[src/rtl/evcap_pkg.sv]
package evcap_pkg;

    typedef enum logic [1:0] {
        EDGE_NONE = 2'b00,
        EDGE_RISE = 2'b01,
        EDGE_FALL = 2'b10,
        EDGE_BOTH = 2'b11
    } edge_sel_e;

    typedef enum logic [1:0] {
        ST_ARMED       = 2'd0,
        ST_WAIT_SECOND = 2'd1,
        ST_LOCKED      = 2'd2
    } cap_state_e;

    localparam int unsigned NUM_SLOTS = 2;

endpackage

[src/rtl/evcap_sync.sv]
module evcap_sync #(
    parameter int unsigned STAGES = 2
) (
    input  logic clk_i,
    input  logic rst_ni,
    input  logic evt_i,
    output logic rise_o,
    output logic fall_o
);

    localparam int unsigned LAST = STAGES - 1;

    logic [STAGES-1:0] sync_q;
    logic              prev_q;

    generate
        for (genvar g = 0; g < STAGES; g++) begin : g_stage
            if (g == 0) begin : g_first
                always_ff @(posedge clk_i or negedge rst_ni) begin
                    if (!rst_ni) sync_q[0] <= 1'b0;
                    else         sync_q[0] <= evt_i;
                end
            end else begin : g_next
                always_ff @(posedge clk_i or negedge rst_ni) begin
                    if (!rst_ni) sync_q[g] <= 1'b0;
                    else         sync_q[g] <= sync_q[g-1];
                end
            end
        end
    endgenerate

    always_ff @(posedge clk_i or negedge rst_ni) begin
        if (!rst_ni) prev_q <= 1'b0;
        else         prev_q <= sync_q[LAST];
    end

    assign rise_o =  sync_q[LAST] & ~prev_q;
    assign fall_o = ~sync_q[LAST] &  prev_q;

    // a single transition never reports both kinds at once
    a_r8_one_kind: assert property (@(posedge clk_i) disable iff (!rst_ni)
        !(rise_o && fall_o));

    // a rising report is not repeated on the next cycle
    a_r8_no_double_rise: assert property (@(posedge clk_i) disable iff (!rst_ni)
        rise_o |=> !rise_o);

endmodule

[src/rtl/evcap_ctrl.sv]
module evcap_ctrl
    import evcap_pkg::*;
(
    input  logic       clk_i,
    input  logic       rst_ni,
    input  logic       rise_i,
    input  logic       fall_i,
    input  logic [1:0] edge_sel_i,
    input  logic       dual_mode_i,
    input  logic       stat_clr_i,
    input  logic       irq_en_i,
    output logic [NUM_SLOTS-1:0] load_o,
    output logic       stat_o,
    output logic       irq_o
);

    cap_state_e state_q, state_d;
    edge_sel_e  sel;
    logic       hit;

    assign sel = edge_sel_e'(edge_sel_i);

    always_comb begin
        unique case (sel)
            EDGE_NONE: hit = 1'b0;
            EDGE_RISE: hit = rise_i;
            EDGE_FALL: hit = fall_i;
            EDGE_BOTH: hit = rise_i | fall_i;
            default:   hit = 1'b0;
        endcase
    end

    // next state: ARM_TO_LOCK, ARM_TO_WAIT, WAIT_TO_LOCK, CLEAR_REARM
    always_comb begin
        state_d = state_q;
        if (stat_clr_i) begin
            state_d = ST_ARMED;
        end else begin
            unique case (state_q)
                ST_ARMED:       if (hit) state_d = dual_mode_i ? ST_WAIT_SECOND : ST_LOCKED;
                ST_WAIT_SECOND: if (hit) state_d = ST_LOCKED;
                ST_LOCKED:      state_d = ST_LOCKED;
                default:        state_d = ST_ARMED;
            endcase
        end
    end

    always_ff @(posedge clk_i or negedge rst_ni) begin
        if (!rst_ni) state_q <= ST_ARMED;
        else         state_q <= state_d;
    end

    always_comb begin
        load_o = '0;
        stat_o = 1'b0;
        unique case (state_q)
            ST_ARMED:       load_o[0] = hit & ~stat_clr_i;
            ST_WAIT_SECOND: load_o[1] = hit & ~stat_clr_i;
            ST_LOCKED:      stat_o    = 1'b1;
            default:        load_o    = '0;
        endcase
        irq_o = stat_o & irq_en_i;
    end

    // a clear strobe always returns the machine to ARMED with the flag down
    a_r6_clear_rearms: assert property (@(posedge clk_i) disable iff (!rst_ni)
        stat_clr_i |=> (state_q == ST_ARMED) && !stat_o);

    // the flag is sticky until cleared
    a_r4_flag_sticky: assert property (@(posedge clk_i) disable iff (!rst_ni)
        (stat_o && !stat_clr_i) |=> stat_o);

    // first event in dual mode does not raise the flag
    a_r5_first_no_flag: assert property (@(posedge clk_i) disable iff (!rst_ni)
        ((state_q == ST_ARMED) && hit && !stat_clr_i && dual_mode_i) |=> !stat_o);

    // the flag only rises after an accepted transition
    a_r4_flag_needs_event: assert property (@(posedge clk_i) disable iff (!rst_ni)
        $rose(stat_o) |-> $past(rise_i || fall_i));

endmodule

[src/rtl/evcap_store.sv]
module evcap_store #(
    parameter int unsigned WIDTH = 32,
    parameter int unsigned SLOTS = 2
) (
    input  logic                        clk_i,
    input  logic                        rst_ni,
    input  logic [WIDTH-1:0]            value_i,
    input  logic [SLOTS-1:0]            load_i,
    output logic [SLOTS-1:0][WIDTH-1:0] slot_o
);

    generate
        for (genvar s = 0; s < SLOTS; s++) begin : g_slot
            always_ff @(posedge clk_i or negedge rst_ni) begin
                if (!rst_ni)        slot_o[s] <= '0;
                else if (load_i[s]) slot_o[s] <= value_i;
            end
        end
    endgenerate

    // at most one slot is written in any cycle
    a_r4_one_slot: assert property (@(posedge clk_i) disable iff (!rst_ni)
        $onehot0(load_i));

endmodule

[src/rtl/evcap_top.sv]
module evcap_top
    import evcap_pkg::*;
#(
    parameter int unsigned CNT_W       = 32,
    parameter int unsigned SYNC_STAGES = 2
) (
    input  logic             clk_i,
    input  logic             rst_ni,
    input  logic             evt_i,
    input  logic [CNT_W-1:0] count_i,
    input  logic [1:0]       edge_sel_i,
    input  logic             dual_mode_i,
    input  logic             stat_clr_i,
    input  logic             irq_en_i,
    output logic [CNT_W-1:0] cap1_o,
    output logic [CNT_W-1:0] cap2_o,
    output logic             stat_o,
    output logic             irq_o
);

    logic                              rise, fall;
    logic [NUM_SLOTS-1:0]              load;
    logic [NUM_SLOTS-1:0][CNT_W-1:0]   slots;

    evcap_sync #(.STAGES(SYNC_STAGES)) u_sync (
        .clk_i  (clk_i),
        .rst_ni (rst_ni),
        .evt_i  (evt_i),
        .rise_o (rise),
        .fall_o (fall)
    );

    evcap_ctrl u_ctrl (
        .clk_i       (clk_i),
        .rst_ni      (rst_ni),
        .rise_i      (rise),
        .fall_i      (fall),
        .edge_sel_i  (edge_sel_i),
        .dual_mode_i (dual_mode_i),
        .stat_clr_i  (stat_clr_i),
        .irq_en_i    (irq_en_i),
        .load_o      (load),
        .stat_o      (stat_o),
        .irq_o       (irq_o)
    );

    evcap_store #(.WIDTH(CNT_W), .SLOTS(NUM_SLOTS)) u_store (
        .clk_i   (clk_i),
        .rst_ni  (rst_ni),
        .value_i (count_i),
        .load_i  (load),
        .slot_o  (slots)
    );

    assign cap1_o = slots[0];
    assign cap2_o = slots[1];

    // both slots hold while locked and no clear arrives
    a_r4_locked_stable: assert property (@(posedge clk_i) disable iff (!rst_ni)
        (stat_o && !stat_clr_i) |=> ($stable(cap1_o) && $stable(cap2_o)));

    // with no transition kind selected nothing is captured
    a_r2_none_stable: assert property (@(posedge clk_i) disable iff (!rst_ni)
        (edge_sel_i == 2'b00) |=> ($stable(cap1_o) && $stable(cap2_o)));

endmodule

[config.mk]
export PLATFORM = sky130hd
export DESIGN_NAME = evcap_top
export DESIGN_NICKNAME = d
export VERILOG_FILES = /design/src/rtl/evcap_pkg.sv /design/src/rtl/evcap_sync.sv /design/src/rtl/evcap_ctrl.sv /design/src/rtl/evcap_store.sv /design/src/rtl/evcap_top.sv
export SDC_FILE = /design/constraint.sdc
export NUM_CORES = 1
export LEC_CHECK = 0
export BUFFER_PORTS_ARGS = -buffer_cell sky130_fd_sc_hd__buf_4
export CELL_PAD_IN_SITES_DETAIL_PLACEMENT = 0
export CELL_PAD_IN_SITES_GLOBAL_PLACEMENT = 1
export CORE_UTILIZATION = 39
export DETAILED_ROUTE_END_ITERATION = 8
export PLACE_DENSITY_LB_ADDON = 0.1
export REMOVE_ABC_BUFFERS = 1
export SYNTH_ARGS = -nofsm -noshare
export SYNTH_HDL_FRONTEND = slang
export SYNTH_SLANG_ARGS = --single-unit
[constraint.sdc]
create_clock -name clk_i -period 2.2 [get_ports clk_i]
set_input_delay 0.44 -clock clk_i [delete_from_list [all_inputs] [get_ports clk_i]]
set_output_delay 0.44 -clock clk_i [all_outputs]
set_load 0.02 [all_outputs]
==> flow_summary.yaml, run 1 <==
outcome:
  status: "complete, no violations"
die:
  io_pins: 106
  die_y_um: 87.5
  initial_core_util_pct: 41.1
  die_area_um2: 7660
  fp.coreArea_um2: 6940
  die_w_um: 87.5
  fp-row-count: 30
sta:
  clock-skew-final_ns: 0.0103
  rsz0062_at_grt: "no"
  worstMarginPinSlew_ns: 0.469
  max_freq_mhz: 536
  min_period_ns: 1.87
  hold_viol: 0
  drv_slew: 0
  slew_headroom_pct: 68.7
  report.final.setup_viol: 0
  final.period_utilization_pct: 84.9
global_route:
  track_usage_pct: 15.8
  grt_use_met3_pct: 4.74
  overflow: 0
  groute.layer.met2.usage_pct: 22.2
  grt_pass1_vias: 1761
  antenna_found_initial: 0
  gr-usage-met1_pct: 22.4
  grt-busiest-layer: "met1"
  grt_max_degree: 36
  grt_pass1_wl_mm: 8.95
layout:
  antenna_cells: 0
  layout-drive-gt1-share_pct: 59.3
  nNetsFinal: 326
  fin_area_um2: 3960
  area_growth_pct: 38.9
power_and_ir_drop:
  ir_drop_mv: 0.582
  clockPowerShare_pct: 20.6
  switching_share_pct: 33.1
  finalPower_w: 0.00492
  p_switching_w: 0.00163
  seqPwrFrac_pct: 39.5
  power_frac_comb_pct: 39.9
  power_density_nw_per_um2: 1240
  p_leak_nw: 2.03
  p_int_w: 0.00329
synthesis:
  synth_flop_cell: "dfrtp_1"
  synth-xor-area-share_pct: 0
  yosys-top-cells-area: "dfrtp_1, mux2_4, mux2_1"
  synth-adder-area-share_pct: 2.63
  synth_area_um2: 2850
  ys_async_sr_fraction_pct: 100
  synth_top_cell_by_area: "dfrtp_1"
  synth_mux_area_share_pct: 29.1
  synth-edff-count: 0
  synth_common_cells: "dfrtp_1, mux2_4, mux2_1"
  syn_area_per_cell_um2: 17.3
  synth_seq_cells: 69
  ys_seq_area_share_pct: 60.6
  synthSimpleGateAreaFrac_pct: 2.19
  synth_top_area_share_pct: 60.6
  yosysWarnings: 0
  yosysUniqueCellTypes: 20
  syn_inst: 165
  synth_most_common_cell: "dfrtp_1"
  synth_compound_area_share_pct: 2.50
  synth_top_family_by_area: "multiplexers"
clock_tree:
  cts_resized: 0
  root_buffer: "clkbuf_8"
  insertion_delay_ns: 0.33
  cts_setup_buffers: 0
  cts_buffer_depth: 2
  clk_pin_slew_worst_paths_ns: 0.08
  h-tree-depth: 3
  ctsHoldBuffers: 0
  numCtsBuffers: 9
  cts_tree: "built"
  numClockSinks: 69
run:
  maxCapViolCount: 0
critical_path:
  startpoint_type: "register"
  cp_data_arrival_time_ns: 2.08
  cp-end-kind: "register"
  cp.required_ns: 2.41
  worstSetupPathType: "register to register"
  cp_max_fo: 13
drt:
  wl_per_cell_um: 14.5
  wl_mm: 5.53
  vias_per_cell: 4.54
  drt_pass1_iterations: 4
  vias: 1728
  first_iter_violations: 42
  drc: 0
  postRouteAntennaNets: 0
placed_design:
  placed_area_um2: 3770
  dp_hpwl_mm: 3.98
  gp_congestion: 0.725
  port_buffers: 105
worst_hold_path:
  worstHoldPathType: "primary input to asynchronous set/reset pin"
## through the flow
step / setup TNS (ns) / std cells / util (%) / hold WS (ns) / setup slack [ns]
2_1_floorplan: -2.22 / 159 / - / 0.144 / -0.128
3_3_place_gp: 0 / 365 / 54.3 / 0.333 / 0.369
3_5_place_dp: 0 / 365 / 54.3 / 0.338 / 0.340
4_1_cts: 0 / 381 / 57.0 / 0.0629 / 0.322
5_1_grt: 0 / 381 / 57.0 / 0.0820 / 0.245
6_report: 0 / 381 / 57.0 / 0.0565 / 0.333
## sequential cells by signal (all words and copies together), names as in the netlist
| signal | flops |
|---|---|
| u_sync.prev_q | 1 |
| u_sync.sync_q | 2 |
| u_store.slot_o | 64 |
| u_ctrl.state_q | 2 |
## metal layers
metal  share of wire [%]  vias up  wire length (um)
met5                   0        -                 0
met2                  42       68              2300
li1                    -      815                 -
met4                 1.5        0                83
met3                 6.7        9               373
met1                  50      836              2770
## power by group through the flow
stage / sequential, W / combinational, W / clock, W
after floorplan: 0.00245 / 0.000589 / 0
after global placement: 0.00196 / 0.00196 / 0
after detailed placement: 0.00195 / 0.00199 / 0
after CTS: 0.00194 / 0.00199 / 0.00105
after global routing: 0.00200 / 0.00209 / 0.00110
final: 0.00194 / 0.00196 / 0.00102
## critical path: stages, from the launching register on
cell and delay, ns:
dfrtp_1 0.40, ha_1 0.31, nor2b_4 0.14, o21ai_4 0.09, a21oi_4 0.19, buf_4 0.29, mux2_4 0.32
## logic make-up (layout without fill, tap and decap cells)
logic type               count (synthesis)  in the layout
flip-flops                              69             69
multiplexers                            64             64
buffers and inverters                   11            131
AND/OR/NAND/NOR                          9              9
adder cells (fa/ha/maj)                  6              6
AO/OA/AOI/OAI                            6              6
## path summary, 6_finish.rpt
kind                                        from                 end  slack (ns)  cells after the start
worst max-delay path            u_sync.sync_q[1]  u_store.slot_o[15]        0.33                      6
worst min-delay path                      rst_ni  u_store.slot_o[40]        0.06                      1
worst max register to register  u_sync.sync_q[1]  u_store.slot_o[15]        0.33                      6
worst min register to register  u_sync.sync_q[0]    u_sync.sync_q[1]        0.34                      0
max in group asynchronous                 rst_ni  u_store.slot_o[37]        1.58                      2
min in group clk_i                         evt_i    u_sync.sync_q[0]        0.22                      1
## cells in the final DEF (no fill, tap or decap), types with 2 or more instances in the layout
cell type     n
buf_4       107
dfrtp_1      69
mux2_4       29
mux2_1       22
mux2_2       13
clkbuf_8     10
ha_1          6
inv_1         5
clkbuf_1      3
buf_12        3
nand2b_1      2
a21oi_4       2
clkinvlp_4    2
## area by class of cell
cell class                      instances  area, um2
Clock buffer                           13        149
Clock inverter                          3       45.0
Fill cell                             585       2980
Inverter                                5       18.8
Multi-Input combinational cell         85       1040
Sequential cell                        69       1730
Tap cell                               96        120
Timing Repair Buffer                  110        863
(Power assumes the default switching activity.)
==> run 2, diff against run 1 <==
==> constraint.sdc (replaced) <==
create_clock -name clk_i -period 1.9 [get_ports clk_i]
set_input_delay 0.38 -clock clk_i [delete_from_list [all_inputs] [get_ports clk_i]]
set_output_delay 0.38 -clock clk_i [all_outputs]
set_load 0.02 [all_outputs]
==> run 2 against run 1 <==
  * Sequential share of layout area down 0.72 points
  * Die area did not move
  * Via count shrank 0.46%
  * Total power up 17%
  * Non-clock buffer count up 3
  * First-iteration DRC count increased by 14%
  * Worst setup slack worse by 0.22 ns
  * Utilization grew 0.95 points
  * Clock skew decreased by 0.0027 ns
  * Clock power is 16% higher
  * Maximum frequency up 4.6%
  * Flip-flop and latch count unchanged
  * Critical path type unchanged
  * Largest cell class unchanged
==> flow_summary.yaml, run 2 (synthesized netlist as in run 1, its figures left out) <==
layout:
  nNetsFinal: 329
  antenna_cells: 0
  mostFrequentLayoutCells: "buf_4, dfrtp_1, mux2_4"
  area_growth_pct: 41.2
  layout_commonest_cell: "buf_4"
  fin_area_um2: 4030
  layout-drive-gt1-share_pct: 61.1
  largestRegisters: "u_store.slot_o x64, u_ctrl.state_q x2, u_sync.sync_q x2"
  multi_input_area_um2: 1050
  largest_register: "u_store.slot_o"
  largest_reg_flops: 64
  seq_area_um2: 1730
  nFillCells: 594
drt:
  vias: 1720
  wl_per_cell_um: 14.8
  vias_per_cell: 4.48
  first_iter_violations: 48
  drc: 0
  wl_mm: 5.68
  drt_pass1_iterations: 4
  postRouteAntennaNets: 0
clock_tree:
  cts_setup_buffers: 0
  insertion_delay_ns: 0.33
  numCtsBuffers: 9
  numClockSinks: 69
  cts_buffer_depth: 2
  clk_pin_slew_worst_paths_ns: 0.08
  root_buffer: "clkbuf_8"
  h-tree-depth: 3
  cts_tree: "built"
critical_path:
  worstSetupPathType: "register to register"
  reg2reg_to: "u_store.slot_o[0]"
  reg2reg_from: "u_sync.prev_q"
  cp-end-kind: "register"
  critPathSlowestCell: "dfrtp_1"
  r2r_cells: 7
  startpoint_type: "register"
  critPathMaxStageDelay_ns: 0.39
  r2r_slack_ns: 0.11
  cp_data_arrival_time_ns: 2.00
  cp_max_fo: 12
  crit_chain: "inv_1 > ha_4 > nor2b_4 > o21ai_4 > a21oi_4 > buf_12 > mux2_2"
  cp.required_ns: 2.11
global_route:
  grt_pass1_wl_mm: 8.98
  grt_pass1_vias: 1794
  antenna_found_initial: 0
  grt_max_degree: 32
  track_usage_pct: 15.9
  overflow: 0
sta:
  worstMarginPinSlew_ns: 0.317
  max_freq_mhz: 560
  drv_slew: 0
  slew_headroom_pct: 78.9
  hold_viol: 0
  setup_ws_ns: 0.115
  clock-skew-final_ns: 0.00763
  final.period_utilization_pct: 94.0
  min_period_ns: 1.79
  report.final.setup_viol: 0
  rsz0062_at_grt: "no"
die:
  die_area_um2: 7660
  fp.coreArea_um2: 6940
  initial_core_util_pct: 41.1
  die_w_um: 87.5
  fp-row-count: 30
  io_pins: 106
  die_y_um: 87.5
power_and_ir_drop:
  ir_drop_mv: 0.690
  p_leak_nw: 2.06
  power_frac_comb_pct: 40.0
  seqPwrFrac_pct: 39.4
  p_switching_w: 0.00192
  switching_share_pct: 33.5
  power_density_nw_per_um2: 1420
  clockPowerShare_pct: 20.6
  p_int_w: 0.00382
worst_hold_path:
  hold_depth: 1
  hold_path_end: "u_sync.sync_q[0]"
  hold_start: "evt_i"
  worstHoldPathType: "primary input to register"
placed_design:
  placed_area_um2: 3790
  gp_congestion: 0.661
  port_buffers: 105
  dp_hpwl_mm: 4.13
  preCtsSetupSlack_ns: 0.0607
run:
  maxCapViolCount: 0
outcome:
  status: "complete, no violations"
==> run 2: cell count changes in the layout (fill, tap and decap cells not counted), sizes merged <==
cell	change
buf	+2
clkbuf	-3
clkinv	+2
clkinvlp	+1
dlygate4sd3	+1
==> run 2: how the worst max path moves through the flow <==
stage	start	endpoint	slack [ns]	cells past startpoint
2_1_floorplan	u_sync.prev_q	u_store.slot_o[0]	-0.43	6
3_3_place_gp	u_sync.prev_q	u_store.slot_o[27]	0.09	7
3_5_place_dp	u_sync.prev_q	u_store.slot_o[27]	0.06	7
4_1_cts	u_sync.prev_q	u_store.slot_o[27]	0.03	7
5_1_grt	u_sync.sync_q[1]	u_store.slot_o[41]	0.03	7
6_report	u_sync.prev_q	u_store.slot_o[0]	0.11	7
==> run 2: through the flow <==
step	total power (W)	cells	TNS (ns)	utilization (%)	hold WS [ns]
2_1_floorplan	0.00352	159	-16.43	-	0.0844
3_3_place_gp	0.00456	367	0	54.6	0.300
3_5_place_dp	0.00459	367	0	54.6	0.302
4_1_cts	0.00580	384	0	57.7	0.136
5_1_grt	0.00603	384	0	58.0	0.133
6_report	0.00573	384	0	58.0	0.153
==> run 2: worst max-delay path, delay by kind of cell, from the launching register on <==
family	cells	cell delay [ns]
multiplexers	1	0.34
adder cells (fa/ha/maj)	1	0.21
AND/OR/NAND/NOR	1	0.12
flip-flops	1	0.39
buffers and inverters	2	0.29
AO/OA/AOI/OAI	2	0.31
==> run 2: per-layer routing <==
layer	wire (um)	share of wire [%]	GRT usage [%]	vias up
met5	0	0	0	-
met4	86	1.5	6.71	0
met3	333	5.9	3.51	9
met2	2540	45	24.4	66
met1	2720	48	21.7	833
li1	-	-	-	812
==> run 2: final cells by class <==
type,count,area share (%)
tap,96,2.98
clock inverter,6,1.55
inverter,5,0.466
sequential,69,42.9
timing repair buffer,113,22.6
clock buffer,10,3.42
multi-input combinational,85,26.2
==> run 2: power by group through the flow <==
stage / Combinational [W] / Clock, W / Sequential (W)
after detailed placement: 0.00232 / 0 / 0.00227
after global routing: 0.00243 / 0.00129 / 0.00231
after CTS: 0.00232 / 0.00123 / 0.00226
after floorplan: 0.000682 / 0 / 0.00284
final: 0.00229 / 0.00118 / 0.00226
after global placement: 0.00229 / 0 / 0.00227
==> run 2: what timing repair did <==
item,in CTS,in global routing
setup endpoints to repair,0,18
hold buffers,1,0
endpoints found under the hold margin,22,0
resized for setup,0,4
